### config.mk
export PLATFORM = sky130hd
export DESIGN_NAME = pbus_seq
export DESIGN_NICKNAME = d
export VERILOG_FILES = /design/src/rtl/pbus_pkg.sv /design/src/rtl/pbus_wait_ctr.sv /design/src/rtl/pbus_seq_fsm.sv /design/src/rtl/pbus_seq_outreg.sv /design/src/rtl/pbus_seq.sv
export SDC_FILE = /design/constraint.sdc
export NUM_CORES = 1
export LEC_CHECK = 0
export BUFFER_PORTS_ARGS = -buffer_cell sky130_fd_sc_hd__buf_2
export CAP_MARGIN = 15
export CORE_UTILIZATION = 51
export CTS_BUF_LIST = sky130_fd_sc_hd__clkbuf_8
export DETAILED_ROUTE_END_ITERATION = 7
export HOLD_SLACK_MARGIN = 0.06
export PLACE_DENSITY = 0.79
export SLEW_MARGIN = 15
export SYNTH_ARGS = -nofsm -noshare
export SYNTH_HDL_FRONTEND = slang
export SYNTH_SLANG_ARGS = --single-unit
### constraint.sdc
create_clock -name clk -period 2.5 [get_ports clk]
set_clock_uncertainty 0.2 [all_clocks]
set_input_delay 0.5 -clock clk [delete_from_list [all_inputs] [get_ports clk]]
set_output_delay 0.5 -clock clk [all_outputs]
set_load 0.02 [all_outputs]
### src/rtl/pbus_pkg.sv
`timescale 1ns/1ps
package pbus_pkg;

  typedef enum logic [2:0] {
    ST_IDLE,
    ST_SETUP,
    ST_STROBE,
    ST_HOLD,
    ST_READY
  } seq_state_t;

  typedef struct packed {
    logic host_buf_en_n;
    logic dev_buf_en_n;
    logic dev_rd_n;
    logic dev_wr_n;
    logic rd_latch_en;
    logic host_rdy_n;
  } pbus_ctl_t;

  localparam pbus_ctl_t CTL_QUIET = '{
    host_buf_en_n: 1'b1,
    dev_buf_en_n:  1'b1,
    dev_rd_n:      1'b1,
    dev_wr_n:      1'b1,
    rd_latch_en:   1'b0,
    host_rdy_n:    1'b1
  };

  // Moore decode of the control outputs from a state and the cycle direction
  function automatic pbus_ctl_t ctl_decode(input seq_state_t st, input logic is_rd);
    pbus_ctl_t c;
    c = CTL_QUIET;
    case (st)
      ST_SETUP: c.host_buf_en_n = 1'b0;
      ST_STROBE: begin
        c.host_buf_en_n = 1'b0;
        c.dev_buf_en_n  = 1'b0;
        if (is_rd) begin
          c.dev_rd_n    = 1'b0;
          c.rd_latch_en = 1'b1;
        end else begin
          c.dev_wr_n    = 1'b0;
        end
      end
      ST_HOLD: begin
        c.host_buf_en_n = 1'b0;
        c.dev_buf_en_n  = 1'b0;
      end
      ST_READY: begin
        c.host_buf_en_n = 1'b0;
        c.host_rdy_n    = 1'b0;
      end
      default: c = CTL_QUIET;
    endcase
    return c;
  endfunction

endpackage

### src/rtl/pbus_wait_ctr.sv
`timescale 1ns/1ps
module pbus_wait_ctr #(
  parameter int CNT_W = 4
) (
  input  logic             clk,
  input  logic             rst,
  input  logic             load,
  input  logic [CNT_W-1:0] load_val,
  input  logic             dec,
  output logic             zero
);

  logic [CNT_W-1:0] cnt_q;

  always_ff @(posedge clk) begin
    if (rst) begin
      cnt_q <= '0;
    end else if (load) begin
      cnt_q <= load_val;
    end else if (dec && (cnt_q != '0)) begin
      cnt_q <= cnt_q - 1'b1;
    end
  end

  assign zero = (cnt_q == '0);

endmodule

### src/rtl/pbus_seq_fsm.sv
`timescale 1ns/1ps
module pbus_seq_fsm
  import pbus_pkg::*;
#(
  parameter int WAIT_W   = 4,
  parameter int HOLD_CYC = 1,
  parameter int CNT_W    = 4
) (
  input  logic              clk,
  input  logic              rst,
  input  logic              host_rd_n,
  input  logic              host_wr_n,
  input  logic              per_sel_n,
  input  logic              card_sel_n,
  input  logic [WAIT_W-1:0] per_wait,
  input  logic [WAIT_W-1:0] card_wait,
  input  logic              cnt_zero,
  output logic              cnt_load,
  output logic [CNT_W-1:0]  cnt_val,
  output logic              cnt_dec,
  output seq_state_t        state_d,
  output logic              rd_d
);

  localparam logic [CNT_W-1:0] HOLD_LAST = CNT_W'(HOLD_CYC - 1);

  seq_state_t        state_q;
  logic              rd_q;
  logic              armed_q;
  logic              start;
  logic [WAIT_W-1:0] sel_wait;

  assign start    = armed_q && (!host_rd_n || !host_wr_n) && (!per_sel_n || !card_sel_n);
  // peripheral select has priority; the card count is a fixed figure, no handshake
  assign sel_wait = !per_sel_n ? per_wait : card_wait;

  always_comb begin
    state_d  = state_q;
    rd_d     = rd_q;
    cnt_load = 1'b0;
    cnt_val  = '0;
    cnt_dec  = 1'b0;
    case (state_q)
      ST_IDLE: begin
        if (start) begin
          state_d  = ST_SETUP;
          rd_d     = !host_rd_n;
          cnt_load = 1'b1;
          cnt_val  = CNT_W'(sel_wait);
        end
      end
      ST_SETUP: state_d = ST_STROBE;
      ST_STROBE: begin
        cnt_dec = 1'b1;
        if (cnt_zero) begin
          state_d  = ST_HOLD;
          cnt_load = 1'b1;
          cnt_val  = HOLD_LAST;
        end
      end
      ST_HOLD: begin
        cnt_dec = 1'b1;
        if (cnt_zero) state_d = ST_READY;
      end
      ST_READY: state_d = ST_IDLE;
      default:  state_d = ST_IDLE;
    endcase
  end

  always_ff @(posedge clk) begin
    if (rst) begin
      state_q <= ST_IDLE;
      rd_q    <= 1'b0;
      armed_q <= 1'b0;
    end else begin
      state_q <= state_d;
      rd_q    <= rd_d;
      if ((state_q == ST_IDLE) && start) begin
        armed_q <= 1'b0;
      end else if (host_rd_n && host_wr_n) begin
        armed_q <= 1'b1;
      end
    end
  end

endmodule

### src/rtl/pbus_seq_outreg.sv
`timescale 1ns/1ps
module pbus_seq_outreg
  import pbus_pkg::*;
(
  input  logic       clk,
  input  logic       rst,
  input  seq_state_t state_d,
  input  logic       rd_d,
  input  logic       dpram_irq_n,
  output pbus_ctl_t  ctl_q,
  output logic       irq_q
);

  always_ff @(posedge clk) begin
    if (rst) begin
      ctl_q <= CTL_QUIET;
      irq_q <= 1'b0;
    end else begin
      ctl_q <= ctl_decode(state_d, rd_d);
      irq_q <= !dpram_irq_n;
    end
  end

endmodule

### src/rtl/pbus_seq.sv
`timescale 1ns/1ps
module pbus_seq
  import pbus_pkg::*;
#(
  parameter int WAIT_W   = 4,
  parameter int HOLD_CYC = 1
) (
  input  logic              clk,
  input  logic              rst,
  input  logic              host_rd_n,
  input  logic              host_wr_n,
  input  logic              per_sel_n,
  input  logic              card_sel_n,
  input  logic [WAIT_W-1:0] per_wait,
  input  logic [WAIT_W-1:0] card_wait,
  input  logic              dpram_irq_n,
  output logic              host_rdy_n,
  output logic              host_buf_en_n,
  output logic              dev_buf_en_n,
  output logic              dev_rd_n,
  output logic              dev_wr_n,
  output logic              rd_latch_en,
  output logic              host_irq
);

  localparam int HOLD_W = $clog2(HOLD_CYC + 1);
  localparam int CNT_W  = (WAIT_W > HOLD_W) ? WAIT_W : HOLD_W;

  seq_state_t       state_d;
  logic             rd_d;
  logic             cnt_load;
  logic             cnt_dec;
  logic             cnt_zero;
  logic [CNT_W-1:0] cnt_val;
  pbus_ctl_t        ctl_q;

  pbus_seq_fsm #(
    .WAIT_W  (WAIT_W),
    .HOLD_CYC(HOLD_CYC),
    .CNT_W   (CNT_W)
  ) u_fsm (
    .clk       (clk),
    .rst       (rst),
    .host_rd_n (host_rd_n),
    .host_wr_n (host_wr_n),
    .per_sel_n (per_sel_n),
    .card_sel_n(card_sel_n),
    .per_wait  (per_wait),
    .card_wait (card_wait),
    .cnt_zero  (cnt_zero),
    .cnt_load  (cnt_load),
    .cnt_val   (cnt_val),
    .cnt_dec   (cnt_dec),
    .state_d   (state_d),
    .rd_d      (rd_d)
  );

  pbus_wait_ctr #(
    .CNT_W(CNT_W)
  ) u_ctr (
    .clk     (clk),
    .rst     (rst),
    .load    (cnt_load),
    .load_val(cnt_val),
    .dec     (cnt_dec),
    .zero    (cnt_zero)
  );

  pbus_seq_outreg u_out (
    .clk        (clk),
    .rst        (rst),
    .state_d    (state_d),
    .rd_d       (rd_d),
    .dpram_irq_n(dpram_irq_n),
    .ctl_q      (ctl_q),
    .irq_q      (host_irq)
  );

  assign host_rdy_n    = ctl_q.host_rdy_n;
  assign host_buf_en_n = ctl_q.host_buf_en_n;
  assign dev_buf_en_n  = ctl_q.dev_buf_en_n;
  assign dev_rd_n      = ctl_q.dev_rd_n;
  assign dev_wr_n      = ctl_q.dev_wr_n;
  assign rd_latch_en   = ctl_q.rd_latch_en;

endmodule

# --- Word-level counts from Yosys, hierarchy flattened ---
# Index checks and enable logic that the tools add are counted.
word_totals:
  regBits: 16
  in_bits: 15
  output_inout_bits: 7
  wordCells: 61
op_classes:
  n_addsub: 1
  n_eq_ne: 7
  muxes: 20
  bitwise_logic: 1
  reduce_logical: 21
op_table:
  columns: ["operator", "count"]
  rows:
  - ["4-bit 2-to-1 mux", 5]
  - ["3-bit by 2-bit == test with 1-bit output, second input constant", 4]
  - ["3-bit case mux with 4 select lines", 1]
  - ["1-bit 2-to-1 mux", 10]
  - ["3-bit 2-to-1 mux", 3]
  - ["2-bit OR reduction", 4]
  - ["3-bit by 1-bit == test with 1-bit output, second input constant", 2]
  - ["1-bit logical AND", 5]
  - ["1-bit zero test", 5]
  - ["4-bit zero test", 1]
  - ["4-bit nonzero test", 1]
  - ["4-bit OR reduction", 1]
  - ["4-bit by 1-bit subtractor with 4-bit output, second input constant", 1]
  - ["3-bit == test, second input constant", 1]
  - ["3-bit zero test", 1]
  - ["1-bit logical OR", 2]
  - ["1-bit case mux with 2 select lines", 1]
  - ["2-bit nonzero test", 1]
  - ["1-bit NOT", 1]

# --- Logic depth before layout (Yosys ltp) ---
# Gate-level depths: netlist (run 1).
depth:
  word_depth: 9
  mapped_depth: 5
  depth_no_buf: 5

# --- Hierarchy ---
# Synthesis (run 1) repeated with hierarchy kept, for this count alone.
hier_totals:
  hier_cells: 87
  hier_area_um2: 815.8
modules_own_cells:
  columns: ["mod", "instances", "cells_per_inst", "area_each_um2", "seq_area_each_um2"]
  rows:
  - ["pbus_seq_fsm", 1, 41, 344.1, 100.1]
  - ["pbus_wait_ctr", 1, 29, 262.8, 80.1]
  - ["pbus_seq_outreg", 1, 17, 209.0, 140.1]

# --- Worst setup path after synthesis (run 1) ---
# Ideal clock, no wire load.
synth_timing:
  kind: "register -> register"
  startpoint: "register u_fsm.state_q[2]"
  endpoint: "register u_out.ctl_q[5] (netlist name)"
  setup_ns: 0.120
  arrival_ns: 1.593
  required_ns: 2.180
  path_slack_ns: 0.587
  stages_incl_launch_ff: 6
  n_path_buf: 2
  synth_period_minus_slack_ns: 1.913
  cell_sequence: "dfxtp_1 -> or4b_1 -> buf_2 -> or2_1 -> buf_6 -> a211o_1"
synth_between:
  elab_chain_cells: 5
  elab_cells_between_ends: 14
  classes_between: "7 x eq/ne; 5 x mux; 2 x reduce/logical"
synth_lines:
  columns: ["item", "line_no", "text"]
  rows:
  - ["from (decl)", "pbus_seq_fsm.sv:27", "seq_state_t state_q;"]
  - ["from (signal assigned)", "pbus_seq_fsm.sv:76", "state_q <= state_d;"]
  - ["3-bit by 2-bit == test with 1-bit output (tied with other cells)", "pbus_seq_fsm.sv:43", "case (state_q)"]
  - ["3-bit case mux with 4 select lines *", "pbus_seq_fsm.sv:43", null]
  - ["3-bit by 1-bit == test with 1-bit output (tied with other cells)", "pbus_pkg.sv:34", "case (st)"]
  - ["4-bit OR reduction (no line) *", null, null]
  - ["1-bit 2-to-1 mux *", "pbus_pkg.sv:34", null]
# Mark *: on every way between the ends. The rest lies on a longest branch, timed or not.
# A chain may end at the register's enable or synchronous reset.

# --- Worst setup path in the final report (run 1) ---
layout_timing:
  startpoint: "register u_fsm.state_q[2]"
  endpoint: "register u_out.ctl_q[5] (netlist name)"
layout_between:
  elab_chain_cells: 5
  elab_cells_between_ends: 14
  classes_between: "7 x eq/ne; 5 x mux; 2 x reduce/logical"
layout_lines:
  columns: ["item", "line_no"]
  rows:
  - ["3-bit by 2-bit == test with 1-bit output (tied with other cells)", "pbus_seq_fsm.sv:43"]
  - ["3-bit case mux with 4 select lines *", "pbus_seq_fsm.sv:43"]
  - ["3-bit by 1-bit == test with 1-bit output (tied with other cells)", "pbus_pkg.sv:34"]
  - ["4-bit OR reduction (no line) *", null]
  - ["1-bit 2-to-1 mux *", "pbus_pkg.sv:34"]
# Marked as above.

==> results of run 1 <==
layout by cell type, fill, tap and decap left out, drive strengths merged, types with 2 or more instances in the layout:
| master | Yosys | routed |
|---|---|---|
| a21oi | 3 | 3 |
| or3 | 5 | 5 |
| nor3b | 2 | 2 |
| inv | 5 | 5 |
| o21ai | 4 | 4 |
| buf | 2 | 21 |
| a311oi | 3 | 3 |
| nor3 | 5 | 5 |
| or4b | 2 | 2 |
| mux2 | 4 | 4 |
| dfxtp | 16 | 16 |
| clkbuf | 2 | 4 |
| nor2 | 3 | 3 |
cell usage after synthesis, types with 2 or more instances:
| cell | count |
|---|---|
| or3_1 | 5 |
| dfxtp_1 | 16 |
| a21oi_1 | 3 |
| nor3b_1 | 2 |
| mux2_2 | 4 |
| nor3_1 | 5 |
| inv_1 | 5 |
| clkbuf_1 | 2 |
| a311oi_1 | 3 |
| nor2_1 | 3 |
| o21ai_0 | 3 |
| or4b_1 | 2 |
worst min path at each step:
stage                           endpoint  slack, ns  cells after the start
6_report          u_out.irq_q$_SDFF_PP0_       0.19                      2
5_1_grt           u_out.irq_q$_SDFF_PP0_       0.20                      2
4_1_cts           u_out.irq_q$_SDFF_PP0_       0.19                      2
3_5_place_dp   u_out.ctl_q[3]$_SDFF_PP1_       0.21                      1
3_3_place_gp   u_out.ctl_q[3]$_SDFF_PP1_       0.21                      1
2_1_floorplan  u_out.ctl_q[3]$_SDFF_PP1_       0.19                      1
area by class of cell:
class | count | area [sq um] | share of cell area, %
flip-flops and latches | 16 | 320.3 | 36.78
inverters | 5 | 18.77 | 2.155
well taps | 15 | 18.77 | 2.155
multi-input cells | 48 | 352.8 | 40.52
clock buffers | 4 | 55.05 | 6.322
repair buffers | 21 | 105.1 | 12.07
per-stage QoR:
stage	cell area (sq um)	worst slack, ns
final	870.8	0.4555
after global routing	870.8	0.2912
after CTS	870.8	0.4665
after detailed placement	815.8	0.4847
after global placement	815.8	0.5180
after floorplan	715.7	0.5872
logic make-up after synthesis:
| logic type | count (synthesis) |
|---|---|
| buffers and inverters | 9 |
| DFF | 16 |
| and+or+nand+nor | 26 |
| adders and majority gates | 1 |
| AOI/OAI and AO/OA | 16 |
| muxes | 5 |
sequential cells by signal, summed over array words and instances (netlist names):
signal,flops
u_out.irq_q,1
u_fsm.state_q,3
u_out.ctl_q,6
u_ctr.cnt_q,4
u_fsm.armed_q,1
u_fsm.rd_q,1
layer usage:
layer | vias to the layer above | GRT usage [%] | share of wire, %
met4 | 0 | 15.52 | 2.4
met5 | - | 0 | 0
met2 | 46 | 38.11 | 46
met3 | 4 | 5.114 | 8.1
li1 | 317 | - | -
met1 | 293 | 26.92 | 43
where the power goes:
part           leakage (nW)  total (mW)  switching [mW]  internal, mW
logic                 0.186      0.0905          0.0503        0.0402
clock network        0.0288       0.227          0.0876         0.140
registers             0.130       0.282          0.0123         0.270
total                 0.345       0.600           0.150         0.450
worst reg2reg max path: stages, from the launching register on:
cell	delay, ns
dfxtp_1	0.35
or4b_1	0.66
or2_1	0.39
a211o_1	0.33
==> flow_summary.toml, run 1 <==
[setup_path]
cp_cell_sequence = "or4b_1 > or2_1 > a211o_1"
required_ns = 2.44
ff2ff_path_depth = 3
cp-end-kind = "flop"
cp-startpoint = "u_fsm.state_q[2]$_SDFF_PP0_"
cp_slowest_stage_delay_ns = 0.66
path_buf_inv = 0
timing_worst_setup_path_type = "reg2reg"
rr_endpoint = "u_out.ctl_q[5]$_SDFF_PP1_"
r2r-start = "u_fsm.state_q[2]$_SDFF_PP0_"
path_depth = 3
critPathLaunchType = "flop"
cp-endpoint = "u_out.ctl_q[5]$_SDFF_PP1_"
crit_fanout = 9
cp_slowest_cell = "or4b_1"
arrival_ns = 1.99
r2r_setup_slack_ns = 0.46
critical-path-top-delay-family = "simple AND/OR/NAND/NOR gates"

[run_status]
outcome = "finished, final reports clean"

[timing]
fin_tns_setup_ns = 0
relSlewSlack_pct = 58.42
fmax_ghz = 0.4891
rsz0062_at_grt = "no"
hold-worst-slack_ns = 0.1923
setup_viol = 0
min_period_ns = 2.044
timing.final.crit_share_pct = 81.78
timing.final.hold_violations = 0
timing_worst_slew_pin_value_ns = 0.6154
final-max-slew-violation-count = 0

[route]
via_per_inst = 6.055
via_count = 660
first_pass_iters = 4
postRouteAntennaNets = 0
first_iter_violations = 27
wl_per_cell_um = 14.11
wl_um = 1538
drc = 0

[flow_run]
drv_cap = 0

[yosys]
async_flop_share_pct = 0
synth-compound-area-share_pct = 16.26
netlist_instances = 73
synth-simple-area-share_pct = 23.60
syn-mean-instance-area_sq_um = 9.804
synth-xor-area-share_pct = 0
synthMuxAreaShare_pct = 7.692
synth_flop_cell = "dfxtp_1"
synthesis.nets = 89
synthDistinctLibCells = 32
synth-edff-count = 0
synth.largest_area_cell = "dfxtp_1"
ys_ff_latch = 16
synth_fa_ha_area_share_pct = 1.748
synth_top_area_share_pct = 44.76
syn_area_sq_um = 715.7
ys.warnings.count = 0
ys_top_cells_by_area = "dfxtp_1, mux2_2, or3_1"
synth_top_family_by_area = "simple AND/OR/NAND/NOR gates"
synth-seq-area-share_pct = 44.76

[global_routing]
overflow = 0
track_usage_pct = 23.40
grt_pass1_wl_um = 2325
grt_pass1_vias = 551
grt_start_max_net_pins = 13
antenna_found_initial = 0

[floorplanning]
core_sq_mm = 0.001301
ios = 22
die_y_um = 39.46
dieWidth_um = 39.46
die_area_sq_mm = 0.001557
start_util_pct = 55.00
rows = 13

[cells_and_area]
fill_cells = 109
post-route-util_pct = 66.92
final_cells = 109
area_growth_pct = 21.68
antenna-diode-count = 0
layout-drive-gt1-share_pct = 31.91
final_nets = 111

[cts]
clockBufferDepth = 2
htree_num_levels = 1
cts_hold_buf = 0
cts_root_buf = "clkbuf_8"
clk_latency_ns = 0.25
cts_tree = "built"
postCtsSetupBuffers = 0
cts_resized = 0
clkSinkCount = 16
clk_pin_slew_worst_paths_ns = 0.06
numCtsBuffers = 3

[placement]
port_buffers = 21
dp_hpwl_um = 1046
gp_congestion = 0.7882
post-place-cells = 105

[worst_hold_path]
min_from = "dpram_irq_n"
min_path_type = "in2reg"

[pwr]
power_density_mw_per_mm2 = 689.0
p_leak_nw = 0.3454
power.total_uw = 600.0
ir_worst_vdd_mv = 0.3860
Note: power is estimated with default switching activity, not from simulation.
==> run 2: changes to the inputs <==
--- a/config.mk
+++ b/config.mk
@@ -5,13 +5,14 @@
 export SDC_FILE = /design/constraint.sdc
 export NUM_CORES = 1
 export LEC_CHECK = 0
+export ABC_AREA = 1
 export BUFFER_PORTS_ARGS = -buffer_cell sky130_fd_sc_hd__buf_2
 export CAP_MARGIN = 15
-export CORE_UTILIZATION = 51
+export CORE_UTILIZATION = 53
 export CTS_BUF_LIST = sky130_fd_sc_hd__clkbuf_8
 export DETAILED_ROUTE_END_ITERATION = 7
 export HOLD_SLACK_MARGIN = 0.06
-export PLACE_DENSITY = 0.79
+export PLACE_DENSITY = 0.8
 export SLEW_MARGIN = 15
 export SYNTH_ARGS = -nofsm -noshare
 export SYNTH_HDL_FRONTEND = slang
==> constraint.sdc (replaced) <==
create_clock -name clk -period 2.15 [get_ports clk]
set_clock_uncertainty 0.2 [all_clocks]
set_input_delay 0.43 -clock clk [delete_from_list [all_inputs] [get_ports clk]]
set_output_delay 0.43 -clock clk [all_outputs]
set_load 0.02 [all_outputs]
==> run 2 against run 1 <==
Net effect: first-iteration DRC count is the same; clock power grew 18%; highest routed layer unchanged; non-clock buffer count is the same; cell area grew 16%.
==> flow_summary.toml, run 2 <==
[run_status]
outcome = "finished, final reports clean"

[timing]
rsz0062_at_grt = "no"
min_period_ns = 1.633
timing_worst_slew_pin_value_ns = 0.2205
fmax_ghz = 0.6125
timing.final.hold_violations = 0
timing.final.crit_share_pct = 75.94
final-max-slew-violation-count = 0
fin_tns_setup_ns = 0
setup_viol = 0
relSlewSlack_pct = 85.28

[placement]
dp_hpwl_um = 1192
gp_congestion = 0.7938
port_buffers = 21
place_area_sq_um = 950.9

[pwr]
intPower_uw = 552.9
power_density_mw_per_mm2 = 783.4
switchingPower_uw = 235.2
seqPwrFrac_pct = 41.9
switching_share_pct = 29.85
p_clk_share_pct = 34.0
combPwrFrac_pct = 24.1
p_leak_nw = 0.5839
ir_worst_vdd_mv = 0.3507

[floorplanning]
rows = 14
ios = 22
core_sq_mm = 0.001506
dieWidth_um = 42.10
die_y_um = 42.10
start_util_pct = 56.56
die_area_sq_mm = 0.001772

[cells_and_area]
final_nets = 165
layout_commonest_cell = "nand2_1"
area_growth_pct = 18.06
regMostFlops = "u_out.ctl_q"
antenna-diode-count = 0
largest_reg_flops = 6
layout-drive-gt1-share_pct = 27.03
layout_common_cells = "nand2_1, buf_2, inv_1"
final_area_sq_mm = 0.001006
reg_top3 = "u_out.ctl_q: 6 flops, u_ctr.cnt_q: 4 flops, u_fsm.state_q: 3 flops"

[yosys]
synth-edff-count = 0
ys_top_cells_by_area = "dfxtp_1, nand2_1, inv_1"
async_flop_share_pct = 0
synthesis.nets = 141
synth_fa_ha_area_share_pct = 1.468
synth-seq-area-share_pct = 37.59
synthDistinctLibCells = 19
synth-simple-area-share_pct = 40.97
ys_ff_latch = 16
synth_top_area_share_pct = 37.59
yosysMostFrequentCell = "nand2_1"
synth_common_cells = "nand2_1, inv_1, dfxtp_1"
synth_flop_cell = "dfxtp_1"
syn-mean-instance-area_sq_um = 6.817
synth-xor-area-share_pct = 0
synthMuxAreaShare_pct = 0
netlist_instances = 125
syn_area_sq_um = 852.1
synth_top_family_by_area = "simple AND/OR/NAND/NOR gates"
ys.warnings.count = 0
synth.largest_area_cell = "dfxtp_1"
synth-compound-area-share_pct = 5.874

[global_routing]
grt_pass1_wl_um = 2766
track_usage_pct = 20.60
grt_start_max_net_pins = 13
grt_pass1_vias = 700
overflow = 0
antenna_found_initial = 0

[cts]
clk_latency_ns = 0.25
clockBufferDepth = 2
clkSinkCount = 16
cts_root_buf = "clkbuf_8"
htree_num_levels = 1
cts_tree = "built"
numCtsBuffers = 3
postCtsSetupBuffers = 0
cts_hold_buf = 0
cts_resized = 0
clk_pin_slew_worst_paths_ns = 0.07

[setup_path]
critPathLaunchType = "flop"
timing_worst_setup_path_type = "reg2reg"
cp-startpoint = "u_ctr.cnt_q[0]$_SDFFE_PP0P_"
required_ns = 2.08
rr_endpoint = "u_out.ctl_q[3]$_SDFF_PP1_"
r2r-start = "u_ctr.cnt_q[0]$_SDFFE_PP0P_"
arrival_ns = 1.56
r2r_setup_slack_ns = 0.52
crit_fanout = 10
cp-end-kind = "flop"
ff2ff_path_depth = 8

[worst_hold_path]
holdPathStages = 2
min_to = "u_out.irq_q$_SDFF_PP0_"
min_path_type = "in2reg"
min_from = "dpram_irq_n"

[route]
via_per_inst = 5.000
via_count = 820
wl_per_cell_um = 9.354
wl_um = 1534
drc = 0
first_pass_iters = 4
first_iter_violations = 27
postRouteAntennaNets = 0

[flow_run]
drv_cap = 0
[run 2: logic make-up (layout without fill, tap and decap cells)]
group | count (synthesis) | count (layout)
and+or+nand+nor | 73 | 73
DFF | 16 | 16
buffers and inverters | 27 | 50
adders and majority gates | 1 | 1
AOI/OAI and AO/OA | 8 | 8
[run 2: worst max-delay path, stage by stage, from the launching register on]
cell and delay (ns):
dfxtp_1 0.33, inv_1 0.08, ha_1 0.23, nand2_1 0.09, nor2_1 0.06, nand2_2 0.17, nand2_1 0.11, nor2_2 0.14
nand3_1 0.10
[run 2: per-stage QoR]
step                      power, mW  cells  hold WS, ns  util (%)  setup slack, ns
after floorplan              0.4865    125       0.2680         -           0.6840
after global placement       0.5204    160       0.2883     63.12           0.5836
after detailed placement     0.5256    160       0.2943     63.12           0.5423
after CTS                    0.7915    164       0.1214     66.78           0.5249
after global routing         0.8387    164       0.1254     66.78           0.3850
final                        0.7881    164       0.1242     66.78           0.5173
[run 2: final cells by class]
cell class                 count  area (sq um)
sequential                    16         320.3
clock buffer                   4         55.05
multi-input combinational     82         411.6
timing repair buffer          21         105.1
fill                         138         500.5
tap                           16         20.02
inverter                      25         93.84
[run 2: power by group through the flow]
stage          combinational, mW  sequential (mW)  clock, mW
5_1_grt                    0.220            0.333      0.286
4_1_cts                    0.190            0.330      0.272
3_5_place_dp               0.189            0.337          0
2_1_floorplan              0.144            0.342          0
3_3_place_gp               0.185            0.336          0
6_report                   0.190            0.330      0.268
[run 2: per-layer routing]
metal	track usage, %	vias to the layer above	routed length, um
met1	26.85	350	713
met4	11.25	0	34
met3	3.879	5	97
met5	0	-	0
li1	-	435	-
met2	32.19	30	688
[run 2: worst max path at each step]
stage                                      endpoint  slack (ns)
after floorplan           u_out.ctl_q[1]$_SDFF_PP0_        0.68
after global placement    u_out.ctl_q[3]$_SDFF_PP1_        0.58
after detailed placement  u_out.ctl_q[3]$_SDFF_PP1_        0.54
after CTS                 u_out.ctl_q[3]$_SDFF_PP1_        0.52
after global routing      u_out.ctl_q[1]$_SDFF_PP0_        0.39
final                     u_out.ctl_q[3]$_SDFF_PP1_        0.52
